--- config.mk ---
export PLATFORM = sky130hd
export DESIGN_NAME = dual_clk_divider
export DESIGN_NICKNAME = d
export VERILOG_FILES = /design/src/rtl/dcd_pkg.sv /design/src/rtl/dcd_regs.sv /design/src/rtl/dcd_eng_div.sv /design/src/rtl/dcd_bus_div.sv /design/src/rtl/dual_clk_divider.sv
export SDC_FILE = /design/constraint.sdc
export NUM_CORES = 1
export LEC_CHECK = 0
export ABC_CLOCK_PERIOD_IN_PS = 2200
export BUFFER_PORTS_ARGS = -buffer_cell sky130_fd_sc_hd__clkbuf_2
export CAP_MARGIN = 20
export CORE_MARGIN = 1.5
export CORE_UTILIZATION = 44
export DETAILED_ROUTE_END_ITERATION = 10
export GPL_TIMING_DRIVEN = 0
export PLACE_DENSITY = 0.79
export SKIP_CTS_REPAIR_TIMING = 1
export SYNTH_ARGS = -nofsm -noshare
export SYNTH_HDL_FRONTEND = slang
export SYNTH_SLANG_ARGS = --single-unit
--- constraint.sdc ---
create_clock -name clk -period 2.2 [get_ports clk]
set_input_delay 0.22 -clock clk [delete_from_list [all_inputs] [get_ports clk]]
set_output_delay 0.22 -clock clk [all_outputs]
set_load 0.005 [all_outputs]
--- src/rtl/dcd_pkg.sv ---
package dcd_pkg;
    localparam int REG_W    = 32;
    localparam int ENG_W    = 6;
    localparam int ENG_LSB  = 0;
    localparam int CODE_LSB = 8;
    localparam int TAP_BIT  = 12;
    localparam int BUS_CW   = 2;

    typedef enum logic {
        ST_IDLE = 1'b0,
        ST_HOLD = 1'b1
    } upd_state_t;
endpackage

--- src/rtl/dcd_regs.sv ---
module dcd_regs
    import dcd_pkg::*;
#(
    parameter int RW = REG_W,
    parameter int EW = ENG_W
) (
    input  logic          clk,
    input  logic          rst_n,
    input  logic          wr_en,
    input  logic [RW-1:0] wr_data,
    input  logic          bus_busy,
    output logic [EW-1:0] eng_div,
    output logic          bus_sel4,
    output logic          bus_tap,
    output logic          eng_restart,
    output logic          bus_restart,
    output logic          pending,
    output logic [RW-1:0] rd_data
);
    upd_state_t    state_q, state_n;
    logic [EW-1:0] eng_q, eng_n;
    logic          sel4_q, sel4_n, tap_q, tap_n;
    logic          pok_q, pok_n, psel4_q, psel4_n, ptap_q, ptap_n;
    logic          apply;

    logic [EW-1:0] w_eng;
    logic [1:0]    w_code;
    logic          w_ok, w_sel4, w_tap;

    assign w_eng  = wr_data[ENG_LSB +: EW];
    assign w_code = wr_data[CODE_LSB +: 2];
    assign w_ok   = w_code[0];
    assign w_sel4 = w_code[1];
    assign w_tap  = wr_data[TAP_BIT];

    // State and field registers
    always_ff @(posedge clk or negedge rst_n) begin
        if (!rst_n) begin
            state_q <= ST_IDLE;
            eng_q   <= '0;
            sel4_q  <= 1'b0;
            tap_q   <= 1'b0;
            pok_q   <= 1'b0;
            psel4_q <= 1'b0;
            ptap_q  <= 1'b0;
        end else begin
            state_q <= state_n;
            eng_q   <= eng_n;
            sel4_q  <= sel4_n;
            tap_q   <= tap_n;
            pok_q   <= pok_n;
            psel4_q <= psel4_n;
            ptap_q  <= ptap_n;
        end
    end

    // Next state and update decisions
    always_comb begin
        state_n = state_q;
        eng_n   = eng_q;
        sel4_n  = sel4_q;
        tap_n   = tap_q;
        pok_n   = pok_q;
        psel4_n = psel4_q;
        ptap_n  = ptap_q;
        apply   = 1'b0;
        if (wr_en) eng_n = w_eng;
        unique case (state_q)
            ST_IDLE: begin
                if (wr_en && bus_busy) begin
                    state_n = ST_HOLD;
                    pok_n   = w_ok;
                    psel4_n = w_sel4;
                    ptap_n  = w_tap;
                end else if (wr_en) begin
                    apply = 1'b1;
                    tap_n = w_tap;
                    if (w_ok) sel4_n = w_sel4;
                end
            end
            ST_HOLD: begin
                if (wr_en && bus_busy) begin
                    ptap_n = w_tap;
                    if (w_ok) begin
                        pok_n   = 1'b1;
                        psel4_n = w_sel4;
                    end
                end else if (wr_en) begin
                    apply   = 1'b1;
                    state_n = ST_IDLE;
                    tap_n   = w_tap;
                    if (w_ok)       sel4_n = w_sel4;
                    else if (pok_q) sel4_n = psel4_q;
                end else if (!bus_busy) begin
                    apply   = 1'b1;
                    state_n = ST_IDLE;
                    tap_n   = ptap_q;
                    if (pok_q) sel4_n = psel4_q;
                end
            end
            default: state_n = ST_IDLE;
        endcase
    end

    assign eng_div     = eng_q;
    assign bus_sel4    = sel4_q;
    assign bus_tap     = tap_q;
    assign eng_restart = wr_en;
    assign bus_restart = apply;
    assign pending     = (state_q == ST_HOLD);

    always_comb begin
        rd_data                     = '0;
        rd_data[ENG_LSB +: EW]      = eng_q;
        rd_data[CODE_LSB +: 2]      = {sel4_q, 1'b1};
        rd_data[TAP_BIT]            = tap_q;
    end
endmodule

--- src/rtl/dcd_eng_div.sv ---
module dcd_eng_div #(
    parameter int EW = dcd_pkg::ENG_W,
    localparam int CW = EW + 1
) (
    input  logic          clk,
    input  logic          rst_n,
    input  logic          restart,
    input  logic [EW-1:0] div,
    output logic          tick
);
    logic [CW-1:0] cnt_q;
    logic [CW-1:0] last;
    logic          bypass;

    assign bypass = (div == '0);
    assign last   = {div, 1'b0} - CW'(1);

    always_ff @(posedge clk or negedge rst_n) begin
        if (!rst_n)              cnt_q <= '0;
        else if (restart)        cnt_q <= '0;
        else if (bypass)         cnt_q <= '0;
        else if (cnt_q == last)  cnt_q <= '0;
        else                     cnt_q <= cnt_q + CW'(1);
    end

    assign tick = bypass || (cnt_q == last);
endmodule

--- src/rtl/dcd_bus_div.sv ---
module dcd_bus_div #(
    parameter int CW = dcd_pkg::BUS_CW
) (
    input  logic clk,
    input  logic rst_n,
    input  logic restart,
    input  logic sel4,
    input  logic tap,
    output logic tick
);
    logic [CW-1:0] cnt_q;
    logic [CW-1:0] last;
    logic [CW-1:0] hit;

    assign last = sel4 ? CW'(3) : CW'(1);
    assign hit  = tap ? (last - CW'(1)) : last;

    always_ff @(posedge clk or negedge rst_n) begin
        if (!rst_n)             cnt_q <= '0;
        else if (restart)       cnt_q <= '0;
        else if (cnt_q == last) cnt_q <= '0;
        else                    cnt_q <= cnt_q + CW'(1);
    end

    assign tick = (cnt_q == hit);
endmodule

--- src/rtl/dual_clk_divider.sv ---
module dual_clk_divider
    import dcd_pkg::*;
#(
    parameter int RW = REG_W,
    parameter int EW = ENG_W
) (
    input  logic          clk,
    input  logic          rst_n,
    input  logic          wr_en,
    input  logic [RW-1:0] wr_data,
    input  logic          bus_busy,
    output logic [RW-1:0] rd_data,
    output logic          eng_tick,
    output logic          bus_tick
);
    logic [EW-1:0] eng_div;
    logic          bus_sel4, bus_tap, eng_restart, bus_restart, pending;

    dcd_regs #(.RW(RW), .EW(EW)) u_regs (
        .clk(clk), .rst_n(rst_n), .wr_en(wr_en), .wr_data(wr_data),
        .bus_busy(bus_busy), .eng_div(eng_div), .bus_sel4(bus_sel4),
        .bus_tap(bus_tap), .eng_restart(eng_restart),
        .bus_restart(bus_restart), .pending(pending), .rd_data(rd_data)
    );

    dcd_eng_div #(.EW(EW)) u_eng (
        .clk(clk), .rst_n(rst_n), .restart(eng_restart),
        .div(eng_div), .tick(eng_tick)
    );

    dcd_bus_div #(.CW(BUS_CW)) u_bus (
        .clk(clk), .rst_n(rst_n), .restart(bus_restart),
        .sel4(bus_sel4), .tap(bus_tap), .tick(bus_tick)
    );
endmodule

==> out/results.ini <==
[clock_network]
clock_latency_ns=0.31
clock_path_buffers=2
cts_buffers=3
cts_root_buf=clkbuf_4
cts_tree=done
clkSinkCount=21
htree_levels=1
clk_pin_slew_ns=0.12

[sta]
drv_slew=0
timing.final.crit_share_pct=96.1
hold_viol=0
slew_headroom_pct=63.5
finalSetupViolations=0
max_slew.worst_pin.slew_ns=0.547
fmax_ghz=0.473
fin_crit_ns=2.11
fin_skew_ns=0.00103

[logic_synthesis]
ys_warn_count=0
synth-seq-cells=21
syn_inst=133
ys_seq_area_share_pct=40.7
synth_area_leader_cell=dfrtp_1
synth.distinct_cells=25
synth_top_area_share_pct=40.7
netlist_area_mm2=0.00129
syn_avg_cell_area_um2=9.72
synthTopCellsByArea=dfrtp_1 41%, buf_4 15%, xnor2_1 8.1%

[floorplan]
die_x_um=57.2
dieHeight_um=57.2
rows=19
pin_count=70
die-area_mm2=0.00327
initial_core_util_pct=46.5
core_area_mm2=0.00278

[routing]
drt_first_pass_iters=4
wire_per_inst_um=12.1
vias=1031
routed_wl_um=2660
via_per_inst=4.69
drcViolationCount=0
initialDrtViolationCount=12
ant_nets=0

[setup_path]
end_kind=primary output
rr_startpoint=u_regs.eng_div[2]
worstPathMaxFanout=6
crit_type=reg2out
cp-startpoint=u_regs.eng_div[2]
startpoint_type=flip-flop
cp.required_ns=1.98
crit_arrival_ns=1.89

[finish]
diodes=0
syn2layout_area_growth_pct=27.8
drive_gt1_share_pct=38.1
fillers=260
nNetsFinal=229
stdcell_area_mm2=0.00165
fin_util_pct=59.4

[hold_path]
hp-start=wr_data[5]
hp-class=in2reg

[global_routing]
antenna_found_initial=0
grt_max_degree=22
grt_pass1_wl_um=4170
grt.total_usage_pct=16.1
grt_pass1_vias=990
overflow=0

[pwr]
peakVddDrop_v=0.000445
p_leak_nw=0.828
p_per_area_mw_per_mm2=563

[place]
placed_area_mm2=0.00152
gp_congestion=0.813
numPortBuffers=22
place_hpwl_um=2010

[outcome]
status=finished clean

[job]
drv_cap=0

synth_stat cells, drive strengths merged:
| cell | instances |
|---|---|
| clkbuf | 1 |
| inv | 6 |
| nor2b | 1 |
| a31oi | 1 |
| nor4 | 1 |
| o22a | 1 |
| nand3 | 4 |
| xnor2 | 12 |
| xor2 | 5 |
| nand3b | 1 |
| nor3 | 2 |
| o21ai | 7 |
| conb | 2 |
| nand2b | 1 |
| buf | 26 |
| nor3b | 1 |
| ha | 3 |
| mux2 | 5 |
| a221oi | 1 |
| a211oi | 5 |
| nor2 | 11 |
| a32o | 1 |
| a21oi | 5 |
| dfrtp | 21 |
| nand2 | 9 |
per-layer routing:
metal,GRT usage (%),wire length (um)
met4,4.98,40
met5,0,0
met1,17.9,1010
met3,2.95,103
met2,30.9,1500
layout make-up:
class                   count  area, um2  share of cell area (%)
repair buffers             30        173                    10.5
well taps                  31       38.8                    2.35
clock buffers               4       26.3                    1.59
inverters                   6       22.5                    1.36
multi-input cells         101        666                    40.3
flip-flops and latches     21        527                    31.9
plain buffers              27        199                    12.0
worst max-delay path: stages (launching register included):
cell and delay, ns:
dfrtp_1 0.52, nor3_2 0.31, nand3_1 0.18, xnor2_2 0.29, a32o_1 0.17, clkbuf_2 0.11
placed cells by master, fill, tap and decap left out, types with 3 or more instances in the layout:
master / netlist / routed
a211oi_1: 5 / 5
a21oi_1: 5 / 5
buf_4: 26 / 33
clkbuf_2: 0 / 22
clkbuf_4: 0 / 3
conb_1: 2 / 24
dfrtp_1: 21 / 20
inv_1: 6 / 4
mux2_2: 5 / 5
nand2_1: 9 / 9
nand3_1: 4 / 4
nor2_1: 11 / 11
o21ai_0: 7 / 7
xnor2_1: 12 / 11
xor2_1: 5 / 5
registers in the layout, indices dropped and copies added (netlist names):
register	flops
u_regs.ptap_q	1
u_regs.pending	1
u_regs.eng_div	6
u_bus.cnt_q	2
u_eng.cnt_q	7
u_regs.bus_tap	1
u_regs.bus_sel4	1
u_regs.psel4_q	1
u_regs.pok_q	1
kinds of logic after synthesis:
family	synth area share (%)
buffers and inverters	17.1
and+or+nand+nor	12.7
AOI/OAI and AO/OA	10.2
DFF	40.7
xor gates and xnor gates	11.5
muxes	4.36
adders and majority gates	2.90
other	0.581
report_power, final:
| part | switching, mW | leakage (nW) | internal, mW |
|---|---|---|---|
| clock network | 0.123 | 0.0150 | 0.0709 |
| logic | 0.121 | 0.552 | 0.145 |
| registers | 0.0450 | 0.262 | 0.425 |
| total | 0.290 | 0.828 | 0.641 |
final timing paths:
kind | depth (start not counted) | slack (ns) | end
max | 5 | 0.09 | eng_tick
min | 3 | 0.11 | u_regs.eng_div[5]
max reg2reg | 5 | 0.51 | u_eng.cnt_q[2]
min reg2reg | 1 | 0.50 | u_bus.cnt_q[0]
max in group asynchronous | 2 | 1.40 | u_regs.eng_div[0]
min in group asynchronous | 2 | 0.41 | u_eng.cnt_q[5]
metrics by stage:
| stage | cells | power (mW) | setup TNS [ns] | setup WS, ns | hold slack, ns |
|---|---|---|---|---|---|
| after floorplan | 155 | 0.635 | 0 | 0.417 | -0.0756 |
| after CTS | 212 | 0.900 | -0.255 | -0.255 | -0.116 |
| final | 220 | 0.931 | 0 | 0.0853 | 0.114 |
| after global placement | 208 | 0.698 | 0 | 0.163 | 0.214 |
| after detailed placement | 208 | 0.711 | 0 | 0.107 | 0.228 |
| after global routing | 220 | 0.977 | -0.0318 | -0.0318 | 0.122 |
(Power assumes the default switching activity.)
